===== src/rtl/f2bf_pkg.sv =====
package f2bf_pkg;

    typedef enum logic [1:0] {
        CLS_ROUND = 2'd0,
        CLS_FLUSH = 2'd1,
        CLS_QNAN  = 2'd2
    } f2bf_cls_e;

    typedef struct packed {
        logic        sign;
        logic [30:0] mag;
    } sp_word_t;

    localparam logic [30:0] MAG_INF     = 31'h7F80_0000;
    localparam logic [30:0] MAG_MIN_NRM = 31'h0080_0000;
    localparam logic [31:0] RND_BIAS    = 32'h0000_7FFF;
    localparam logic [15:0] QUIET_BIT   = 16'h0040;

    function automatic f2bf_cls_e classify(input sp_word_t w);
        f2bf_cls_e c;
        c = CLS_ROUND;
        if (w.mag != '0 && w.mag < MAG_MIN_NRM) c = CLS_FLUSH;
        if (w.mag > MAG_INF)                    c = CLS_QNAN;
        return c;
    endfunction

    function automatic logic [15:0] rne_path(input logic [31:0] w);
        logic [31:0] sum;
        sum = w + RND_BIAS + {31'd0, w[16]};
        return sum[31:16];
    endfunction

endpackage


===== src/rtl/f2bf_lane.sv =====
module f2bf_lane
    import f2bf_pkg::*;
(
    input  logic [31:0] word_i,
    output logic [15:0] half_o,
    output f2bf_cls_e   cls_o
);
    sp_word_t    w;
    logic [15:0] rounded;
    logic [15:0] flushed;
    logic [15:0] quieted;

    always_comb begin
        w       = sp_word_t'(word_i);
        cls_o   = classify(w);
        rounded = rne_path(word_i);
        flushed = {w.sign, 15'd0};
        quieted = word_i[31:16] | QUIET_BIT;
        half_o  = rounded;
        if (cls_o == CLS_FLUSH) half_o = flushed;
        if (cls_o == CLS_QNAN)  half_o = quieted;
    end

    always_comb begin
        if (cls_o == CLS_QNAN)
            AST_NAN_QUIET: assert (half_o[14:6] == 9'h1FF) else $error("NaN output not quiet");
        if (cls_o == CLS_FLUSH)
            AST_SUB_SIGNED_ZERO: assert (half_o[14:0] == 15'd0 && half_o[15] == word_i[31]) else $error("subnormal not flushed");
    end
endmodule


===== src/rtl/f2bf_conv.sv =====
module f2bf_conv
    import f2bf_pkg::*;
#(
    parameter int LANES = 16
) (
    input  logic                clk,
    input  logic                rst,
    input  logic                in_valid,
    input  logic [LANES-1:0]    in_mask,
    input  logic [32*LANES-1:0] in_data,
    output logic                out_valid,
    output logic [LANES-1:0]    out_strb,
    output logic [16*LANES-1:0] out_data
);
    localparam int IW = 32;
    localparam int OW = 16;

    logic [LANES-1:0]    lane_en;
    logic [16*LANES-1:0] conv_data;

    assign lane_en = in_valid ? in_mask : '0;

    for (genvar g = 0; g < LANES; g++) begin : g_lane
        f2bf_cls_e   cls;
        logic [15:0] half;

        f2bf_lane u_lane (
            .word_i (in_data[g*IW +: IW]),
            .half_o (half),
            .cls_o  (cls)
        );

        assign conv_data[g*OW +: OW] = lane_en[g] ? half : 16'd0;

        AST_MASKED_ZERO: assert property (@(posedge clk) disable iff (rst)
            !lane_en[g] |=> out_data[g*OW +: OW] == 16'd0) else $error("masked lane not zero");
        AST_INF_KEEP: assert property (@(posedge clk) disable iff (rst)
            (lane_en[g] && in_data[g*IW +: 31] == MAG_INF)
            |=> out_data[g*OW +: 15] == 15'h7F80) else $error("infinity altered");
    end

    always_ff @(posedge clk) begin
        if (rst) begin
            out_valid <= 1'b0;
            out_strb  <= '0;
            out_data  <= '0;
        end else begin
            out_valid <= in_valid;
            out_strb  <= lane_en;
            out_data  <= conv_data;
        end
    end

    AST_VALID_LAT: assert property (@(posedge clk) disable iff (rst)
        1'b1 |=> out_valid == $past(in_valid)) else $error("valid latency");
    AST_STRB_IDLE: assert property (@(posedge clk) disable iff (rst)
        !in_valid |=> out_strb == '0) else $error("strobe while idle");
    AST_STRB_MASK: assert property (@(posedge clk) disable iff (rst)
        in_valid |=> out_strb == $past(in_mask)) else $error("strobe mismatch");
    AST_RESET_CLEAR: assert property (@(posedge clk)
        rst |=> (!out_valid && out_strb == '0 && out_data == '0)) else $error("reset state");
endmodule


===== config.mk =====
export PLATFORM = sky130hd
export DESIGN_NAME = f2bf_conv
export DESIGN_NICKNAME = d
export VERILOG_FILES = /design/src/rtl/f2bf_pkg.sv /design/src/rtl/f2bf_lane.sv /design/src/rtl/f2bf_conv.sv
export SDC_FILE = /design/constraint.sdc
export NUM_CORES = 1
export LEC_CHECK = 0
export BUFFER_PORTS_ARGS = -buffer_cell sky130_fd_sc_hd__buf_2
export CORE_AREA = 2 2 310 312
export DETAILED_ROUTE_END_ITERATION = 10
export DIE_AREA = 0 0 312 314
export GPL_TIMING_DRIVEN = 0
export HOLD_SLACK_MARGIN = 0.12
export SETUP_SLACK_MARGIN = 0.4
export SYNTH_ARGS = -nofsm -noshare
export SYNTH_HDL_FRONTEND = slang
export SYNTH_SLANG_ARGS = --single-unit

===== constraint.sdc =====
create_clock -name clk -period 3 [get_ports clk]
set_input_delay 0.3 -clock clk [delete_from_list [all_inputs] [get_ports clk]]
set_output_delay 0.3 -clock clk [all_outputs]
set_load 0.1 [all_outputs]

==> results.py, run 1 <==
metrics = {
    "final_layout": {
        "final.fill_count": 10267,
        "area_delta_synth_final_pct": 84.1,
        "drive_gt1_share_pct": 33.8,
        "final_area_sq_um": 23000,
        "fin_util_pct": 24.3,
        "multi_input_area_sq_um": 6780,
        "instances_no_fill": 3985,
        "layout.nets": 3205,
        "register_area_sq_um": 5470,
    },
    "global_routing": {
        "antenna_found_initial": 30,
        "grt_pass1_vias": 16311,
        "grt-ovfl-total": 0,
        "grt_pass1_wl_microns": 104000,
        "grt_max_degree": 14,
        "gr-usage-all-layers_pct": 14.4,
    },
    "die": {
        "ios": 804,
        "dieArea_sq_um": 98000,
        "fp-row-count": 113,
        "die_w_microns": 312,
        "initial_core_util_pct": 13.2,
        "die_y_microns": 314,
        "fp.coreArea_sq_um": 94400,
    },
    "sta": {
        "rsz0062_at_grt": "true",
        "layout_setup_ws_ns": 0.445,
        "final-hold-violation-count": 0,
        "max_slew_margin_pct": 47.8,
        "tns_ns": 0,
        "period_share_pct": 85.2,
        "tightest_slew_ns": 0.783,
        "drv_slew": 0,
        "fmax_mhz": 391,
        "setup_viol": 0,
        "whs_ns": 0.132,
        "layout_min_cycle_time_ns": 2.56,
    },
    "power_and_ir_drop": {
        "ir_drop_v": 0.000345,
        "p_total_mw": 10.9,
        "p_leak_nw": 10.0,
        "p_per_area_nw_per_um2": 475,
    },
    "detailed_routing": {
        "route.met3.wl_microns": 6270,
        "wl_met1_microns": 29800,
        "drc": 0,
        "ant_nets": 0,
        "routed_wl_microns": 74700,
        "wl_per_cell_microns": 18.7,
        "dr.pass1.iters": 5,
        "highest_layer": "met5",
        "met2_wirelength_microns": 34800,
        "num_vias": 16457,
        "viasPerCell": 4.13,
        "drt_iter0_markers": 903,
    },
    "setup_path": {
        "endpoint_kind": "flop",
        "critPathKind": "in -> reg",
        "crit_path_max_fanout": 10,
        "cp-start-kind": "input pin",
        "required_ns": 3.51,
        "cp.arrival_ns": 3.06,
    },
    "yosys": {
        "synth-simple-area-share_pct": 34.2,
        "synthFlopType": "dfxtp_1",
        "synth_area_leader_cell": "dfxtp_1",
        "synth_top_area_share_pct": 43.8,
        "synth_top_family_by_area": "simple AND/OR/NAND/NOR gates",
        "synth_compound_area_share_pct": 8.89,
        "syn-instance-count": 1485,
        "synthTopCellsByCount": "dfxtp_1, nor2_1, nand2_1, nor4_1, xor2_1",
        "synth-xor-area-share_pct": 10.4,
        "ys_seq_elements": 273,
        "avgSynthCellArea_sq_um": 8.40,
        "synth_cell_type_count": 61,
        "syn-cell-area_sq_um": 12500,
        "syn_nets": 2016,
        "synth-adder-area-share_pct": 0,
        "synth.most_common_cell": "dfxtp_1",
        "synth_edf_count": 0,
        "async_flop_share_pct": 0,
        "yosysWarnings": 0,
        "ys_top_cells_by_area": "dfxtp_1, nor4_1, nor2_1, xor2_1, xnor2_1",
        "ys_seq_area_share_pct": 43.8,
        "muxShareOfSynthArea_pct": 0.491,
    },
    "placed_design": {
        "place_congestion": 0.948,
        "numPlacedInstances": 3550,
        "post-place-ws_ns": -0.626,
        "placed_cell_area_sq_um": 18100,
        "hpwl_microns": 59400,
        "numPortBuffers": 800,
    },
    "status": {
        "outcome": "complete, no violations",
    },
    "cts": {
        "cts_made_buffers": 38,
        "root_buffer": "clkbuf_16",
        "clkSlewWorstSetupHoldPaths_ns": 0.06,
        "cts_tree": "done",
        "cts_sinks": 273,
        "clk_path_buf_depth": 3,
        "htree_levels": 2,
    },
    "hold_path": {
        "min_path_type": "in -> reg",
    },
    "run": {
        "maxCapViolations": 0,
    },
}
cell type report:
class	count	share of cell area, %
repair buffers	1149	32.7
plain buffers	37	0.741
flip-flops and latches	273	23.8
diodes	18	0.196
clock inverters	21	1.06
clock buffers	47	4.60
well taps	1265	6.89
inverters	33	0.539
multi-input cells	1142	29.5
worst max-delay path: stages:
cell and delay, ns:
dlygate4sd3_1 0.57, buf_6 0.14, nand3_2 0.11, or3_4 0.41, buf_4 0.18, nand2_1 0.07, nand2_1 0.05, dlygate4sd3_1 0.57
a21oi_2 0.13, dlygate4sd3_1 0.54
cells by family after synthesis:
logic type | after synthesis
buffers and inverters | 70
XOR/XNOR | 148
AND/OR/NAND/NOR | 814
multiplexers | 6
flip-flops | 273
AO/OA/AOI/OAI | 174
per-layer routing:
layer | up-vias | GRT usage, %
met3 | 163 | 4.58
met2 | 828 | 24.4
met1 | 7629 | 16.5
li1 | 7827 | -
met5 | - | 0
met4 | 10 | 6.95
power by group:
part	leakage, nW	switching (mW)	internal [mW]
Combinational	7.16	1.53	0.819
Sequential	2.22	0.0357	3.73
Clock	0.635	1.93	2.86
Total	10.0	3.50	7.41
state kept, by name, summed over array words and instances (netlist names):
name       cells
out_strb      16
out_data     256
out_valid      1
path summary, 6_finish.rpt:
check | start | to | slack, ns | cells past startpoint
worst max-delay path | in_data[344] | out_data[160] | 0.44 | 10
worst min-delay path | in_data[271] | out_data[128] | 0.13 | 4
cell usage in the layout (no fill, tap or decap), drive strengths merged, types with 70 or more instances in the layout:
cell type,instances
nand4,70
nor2,202
xor2,79
nand2,124
nor4,125
dlygate4sd3,348
nand3,78
clkbuf,82
dfxtp,273
buf,803
timing repair:
item,4_1_cts,5_1_grt
hold endpoints to repair,257,0
resized for setup,2,22
pin swaps,0,1
hold buffers,349,0
buffers inserted,0,1
endpoints found under the setup margin,17,9
Note: power is estimated with default switching activity, not from simulation.
==> run 2: changes to the inputs <==
CELL_PAD_IN_SITES_DETAIL_PLACEMENT = 1   (was not set)
CELL_PAD_IN_SITES_GLOBAL_PLACEMENT = 1   (was not set)
CORE_AREA = 2 2 311 313   (was 2 2 310 312)
DIE_AREA = 0 0 313 315   (was 0 0 312 314)
PLACE_DENSITY_LB_ADDON = 0.1   (was not set)
==> run 2 against run 1 <==
Net effect:
- count of clock-buffer cells in the layout is 20 higher
- first-iteration DRC count is 47% lower
- power is 0.93% higher
- worst setup slack worse by 0.0022 ns
- final cell count up 1.1%
- combinational power barely moved
- clock power grew 2%
- sequential power hardly changed
- sequential share of layout area fell by 0.36 points
- flip-flop and latch count stayed put
==> results.py, run 2 (synthesis results as in run 1) <==
metrics = {
    "status": {
        "outcome": "complete, no violations",
    },
    "cts": {
        "cts_tree": "done",
        "clk_path_buf_depth": 3,
        "cts_sinks": 273,
        "htree_levels": 2,
        "clkSlewWorstSetupHoldPaths_ns": 0.05,
        "root_buffer": "clkbuf_16",
        "cts_made_buffers": 42,
    },
    "final_layout": {
        "drive_gt1_share_pct": 33.1,
        "register_area_sq_um": 5470,
        "instances_no_fill": 4027,
        "layout.nets": 3242,
        "multi_input_area_sq_um": 6770,
        "top_regs": "out_data: 256 flops, out_strb: 16 flops, out_valid: 1 flops",
        "area_delta_synth_final_pct": 86.9,
        "layout_commonest_cell": "buf_2",
        "fin_util_pct": 24.4,
        "largest-register": "out_data",
        "final.fill_count": 11543,
        "final_cell_mix": "buf_2, dlygate4sd3_1, dfxtp_1, nor2_1, nand2_1",
        "largest_register_ffs": 256,
    },
    "global_routing": {
        "met3_usage_pct": 4.39,
        "busiest_layer": "met2",
        "use_met2_pct": 26.1,
        "gr-usage-all-layers_pct": 14.3,
        "grt_pass1_vias": 17494,
        "grt-ovfl-total": 0,
        "grt_pass1_wl_microns": 107000,
        "grt_max_degree": 11,
        "antenna_found_initial": 19,
        "use_met1_pct": 15.7,
    },
    "setup_path": {
        "required_ns": 3.52,
        "critPathKind": "in -> reg",
        "endpoint_kind": "flop",
        "cp-start-kind": "input pin",
        "cp.arrival_ns": 3.08,
        "crit_path_max_fanout": 10,
    },
    "placed_design": {
        "numPlacedInstances": 3561,
        "numPortBuffers": 800,
        "place_congestion": 0.828,
        "hpwl_microns": 60200,
        "post-place-ws_ns": -0.441,
    },
    "sta": {
        "setup_viol": 0,
        "final-hold-violation-count": 0,
        "max_slew_margin_pct": 8.47,
        "tightest_slew_ns": 1.36,
        "layout_min_cycle_time_ns": 2.56,
        "fmax_mhz": 391,
        "rsz0062_at_grt": "true",
        "period_share_pct": 85.2,
        "whs_ns": 0.177,
        "layout_setup_ws_ns": 0.443,
        "drv_slew": 0,
    },
    "detailed_routing": {
        "drt_iter0_markers": 481,
        "dr.pass1.iters": 4,
        "viasPerCell": 4.03,
        "wl_per_cell_microns": 18.3,
        "routed_wl_microns": 73600,
        "num_vias": 16220,
        "drc": 0,
        "ant_nets": 0,
    },
    "die": {
        "dieArea_sq_um": 98600,
        "fp.coreArea_sq_um": 95700,
        "initial_core_util_pct": 13.0,
        "die_y_microns": 315,
        "die_w_microns": 313,
        "fp-row-count": 114,
        "ios": 804,
    },
    "power_and_ir_drop": {
        "p_per_area_nw_per_um2": 472,
        "p_leak_nw": 10.2,
        "ir_drop_v": 0.000311,
        "p_total_mw": 11.0,
    },
    "run": {
        "maxCapViolations": 0,
    },
    "hold_path": {
        "min_path_type": "in -> reg",
    },
}
-- run 2: changes by cell type in the layout (fill, tap and decap cells not counted), sizes merged --
| cell | before | now |
|---|---|---|
| buf | 803 | 806 |
| bufinv | 4 | 1 |
| clkbuf | 82 | 99 |
| clkinv | 11 | 3 |
| clkinvlp | 3 | 2 |
| diode | 18 | 10 |
| dlygate4sd3 | 348 | 381 |
| inv | 36 | 34 |
-- run 2: area by class of cell --
cell class / instances / area share, %
Clock buffer: 67 / 5.48
Clock inverter: 7 / 0.295
Inverter: 33 / 0.531
Multi-Input combinational cell: 1142 / 29.0
Timing Repair Buffer: 1182 / 33.6
Tap cell: 1276 / 6.84
Sequential cell: 273 / 23.4
Antenna cell: 10 / 0.107
Buffer: 37 / 0.697
-- run 2: path summary, 6_finish.rpt --
path | startpoint | end | slack (ns) | cells after the start
worst min-delay path | in_data[47] | out_data[17] | 0.18 | 4
worst max-delay path | in_data[347] | out_data[160] | 0.44 | 10
-- run 2: per-stage QoR --
stage | TNS [ns] | instance area (sq um)
CTS | 0 | 23200
floorplan | 0 | 12500
detailed placement | -10.30 | 18100
finish | 0 | 23300
global placement | -106.41 | 18100
global route | 0 | 23300
-- run 2: timing repair --
| item | CTS | global route |
|---|---|---|
| setup endpoints to repair | 16 | 11 |
| endpoints found under the hold margin | 267 | 0 |
| pin swaps | 0 | 1 |
| gates cloned | 0 | 0 |
| resized for setup | 2 | 23 |
| hold buffers | 381 | 0 |
| buffers inserted | 0 | 1 |
-- run 2: critical path, stage by stage --
cell           delay (ns)
dlygate4sd3_1        0.56
buf_2                0.17
nand3_1              0.11
or3_4                0.39
buf_4                0.18
nand2_1              0.07
nand2_1              0.05
dlygate4sd3_1        0.55
a21oi_1              0.13
dlygate4sd3_1        0.56
-- run 2: per-layer routing --
| layer | share of wire [%] | vias up | wire (microns) |
|---|---|---|---|
| met5 | 0.10 | - | 77 |
| met4 | 3.2 | 12 | 2380 |
| met3 | 7.0 | 112 | 5180 |
| met2 | 51 | 530 | 37500 |
| met1 | 39 | 7673 | 28500 |
| li1 | - | 7893 | - |
-- run 2: power by group --
group	switching, mW	internal [mW]
logic	1.52	0.841
registers	0.0266	3.74
clock network	1.91	2.99
total	3.45	7.56
==> run 3: changes to the inputs <==
CORE_AREA = 2 2 310 312   (was 2 2 311 313)
DIE_AREA = 0 0 312 314   (was 0 0 313 315)
SYNTH_HIERARCHICAL = 1   (was not set)
==> run 3 against run 2 <==
Net effect:
- core utilization shrank 0.33 points
- via count grew 5.7%
- sequential power is essentially flat
==> results.py, run 3 <==
metrics = {
    "global_routing": {
        "gr-usage-all-layers_pct": 15.9,
        "grt-ovfl-total": 0,
        "antenna_found_initial": 41,
        "grt_pass1_wl_microns": 118000,
        "grt_pass1_vias": 18180,
        "grt_max_degree": 12,
    },
    "sta": {
        "drv_slew": 0,
        "tightest_slew_ns": 0.717,
        "max_slew_margin_pct": 51.8,
        "rsz0062_at_grt": "false",
        "tns_ns": 0,
        "final-hold-violation-count": 0,
        "fmax_mhz": 474,
        "layout_min_cycle_time_ns": 2.11,
        "setup_viol": 0,
        "period_share_pct": 70.4,
    },
    "yosys": {
        "syn-cell-area_sq_um": 15200,
        "syn_nets": 2193,
        "yosysWarnings": 6,
        "avgSynthCellArea_sq_um": 9.12,
        "syn-instance-count": 1662,
    },
    "die": {
        "die_y_microns": 314,
        "dieArea_sq_um": 98000,
        "die_w_microns": 312,
        "fp-row-count": 113,
        "initial_core_util_pct": 16.1,
        "fp.coreArea_sq_um": 94400,
        "ios": 804,
    },
    "setup_path": {
        "crit_path_start": "in_data[61]",
        "critPathKind": "in -> reg",
        "cp_top_family": "buffers and inverters",
        "cp-start-kind": "input pin",
        "crit_path_max_fanout": 6,
        "cp.arrival_ns": 2.62,
        "cpPeakStageDelay_ns": 0.56,
        "required_ns": 3.51,
        "slowest_stage": "dlygate4sd3_1",
        "endpoint_kind": "flop",
        "crit_path_cell_trace": "dlygate4sd3_1 -> buf_2 -> nand4_1 -> or2_1 -> nand4_1 -> xnor2_1 -> and4b_1 -> dlygate4sd3_1",
        "endpoint": "out_data[29]",
        "cp.depth": 8,
        "crit_buf_inv": 3,
    },
    "power_and_ir_drop": {
        "ir_drop_v": 0.000406,
        "p_per_area_nw_per_um2": 487,
        "p_leak_nw": 10.9,
    },
    "final_layout": {
        "final_cell_mix": "buf_2, dfxtp_1, and4b_1, nor4_1",
        "area_delta_synth_final_pct": 49.7,
        "final_area_sq_um": 22700,
        "drive_gt1_share_pct": 37.2,
        "largest_register_ffs": 256,
        "layout_commonest_cell": "buf_2",
        "layout.nets": 3082,
        "largest-register": "out_data",
        "instances_no_fill": 3863,
        "final.fill_count": 11390,
        "top_regs": "out_data: 256 flops, out_strb: 16 flops, out_valid: 1 flops",
    },
    "detailed_routing": {
        "viasPerCell": 4.44,
        "drc": 0,
        "drt_iter0_markers": 506,
        "num_vias": 17145,
        "dr.pass1.iters": 5,
        "ant_nets": 0,
        "wl_per_cell_microns": 21.0,
        "routed_wl_microns": 81100,
    },
    "cts": {
        "clkSlewWorstSetupHoldPaths_ns": 0.06,
        "cts_made_buffers": 42,
        "post_cts_buffers": 0,
        "cts_tree": "done",
        "htree_levels": 2,
        "cts_sinks": 273,
        "clk_path_buf_depth": 3,
        "root_buffer": "clkbuf_16",
    },
    "run": {
        "maxCapViolations": 0,
    },
    "placed_design": {
        "numPortBuffers": 785,
        "numPlacedInstances": 3712,
        "place_congestion": 0.863,
        "placed_cell_area_sq_um": 20700,
        "hpwl_microns": 66900,
    },
    "hold_path": {
        "min_path_type": "in -> reg",
        "hold_depth": 2,
    },
    "status": {
        "outcome": "complete, no violations",
    },
}
## run 3: cell types whose count changed in the layout (fill, tap and decap cells not counted), sizes merged, moves of 16 or more
cell	previous run	this run
and2	19	0
nor2	202	96
nand2	124	96
and3b	1	32
and4b	0	256
or3	24	0
o211a	0	16
a31oi	18	0
dlygate4sd3	381	60
nand4	70	112
nand3	78	0
o2111ai	0	32
o21ai	25	48
buf	806	861
## run 3: stage by stage
stage	hold slack (ns)	utilization [%]	setup slack, ns	power [mW]
3_3_place_gp	0.559	21.9	0.421	6.08
4_1_cts	0.120	24.0	0.941	11.3
2_1_floorplan	0.491	-	1.52	5.14
5_1_grt	0.144	24.0	0.791	11.6
6_report	0.159	24.0	0.888	11.1
3_5_place_dp	0.561	21.9	0.377	6.10
## run 3: layout make-up
class	instances	area (sq um)	area share (%)
multi-input cells	1265	9140	40.2
well taps	1265	1580	6.97
inverters	16	60.1	0.265
clock inverters	19	216	0.953
flip-flops and latches	273	5470	24.1
repair buffers	845	4530	20.0
clock buffers	54	1170	5.14
diodes	18	45.0	0.198
plain buffers	108	500	2.20
## run 3: what timing repair did
action,4_1_cts,5_1_grt
resized for setup,0,0
setup endpoints to repair,0,0
hold buffers,60,0
endpoints found under the hold margin,97,0
## run 3: worst min path at each step
stage,from,slack [ns],to
after floorplan,in_mask[13],0.49,out_data[223]
after global placement,in_data[383],0.56,out_data[191]
after detailed placement,in_data[191],0.56,out_data[95]
after CTS,in_data[478],0.12,out_data[238]
after global routing,in_data[446],0.14,out_data[222]
final,in_mask[7],0.16,out_data[114]
## run 3: report_power, final
group          total (mW)  switching [mW]  internal, mW  leakage [nW]
logic                2.30            1.62         0.676          7.98
registers            3.76          0.0282          3.73          2.22
clock network        5.00            1.91          3.08         0.675
total                11.1            3.56          7.49          10.9
## run 3: per-layer routing
| layer | vias up | part of all wire, % | track usage (%) |
|---|---|---|---|
| li1 | 8344 | - | - |
| met1 | 8127 | 38 | 17.2 |
| met2 | 500 | 51 | 28.7 |
| met3 | 136 | 8.2 | 5.76 |
| met4 | 38 | 2.7 | 5.00 |
| met5 | - | 0.27 | 0 |
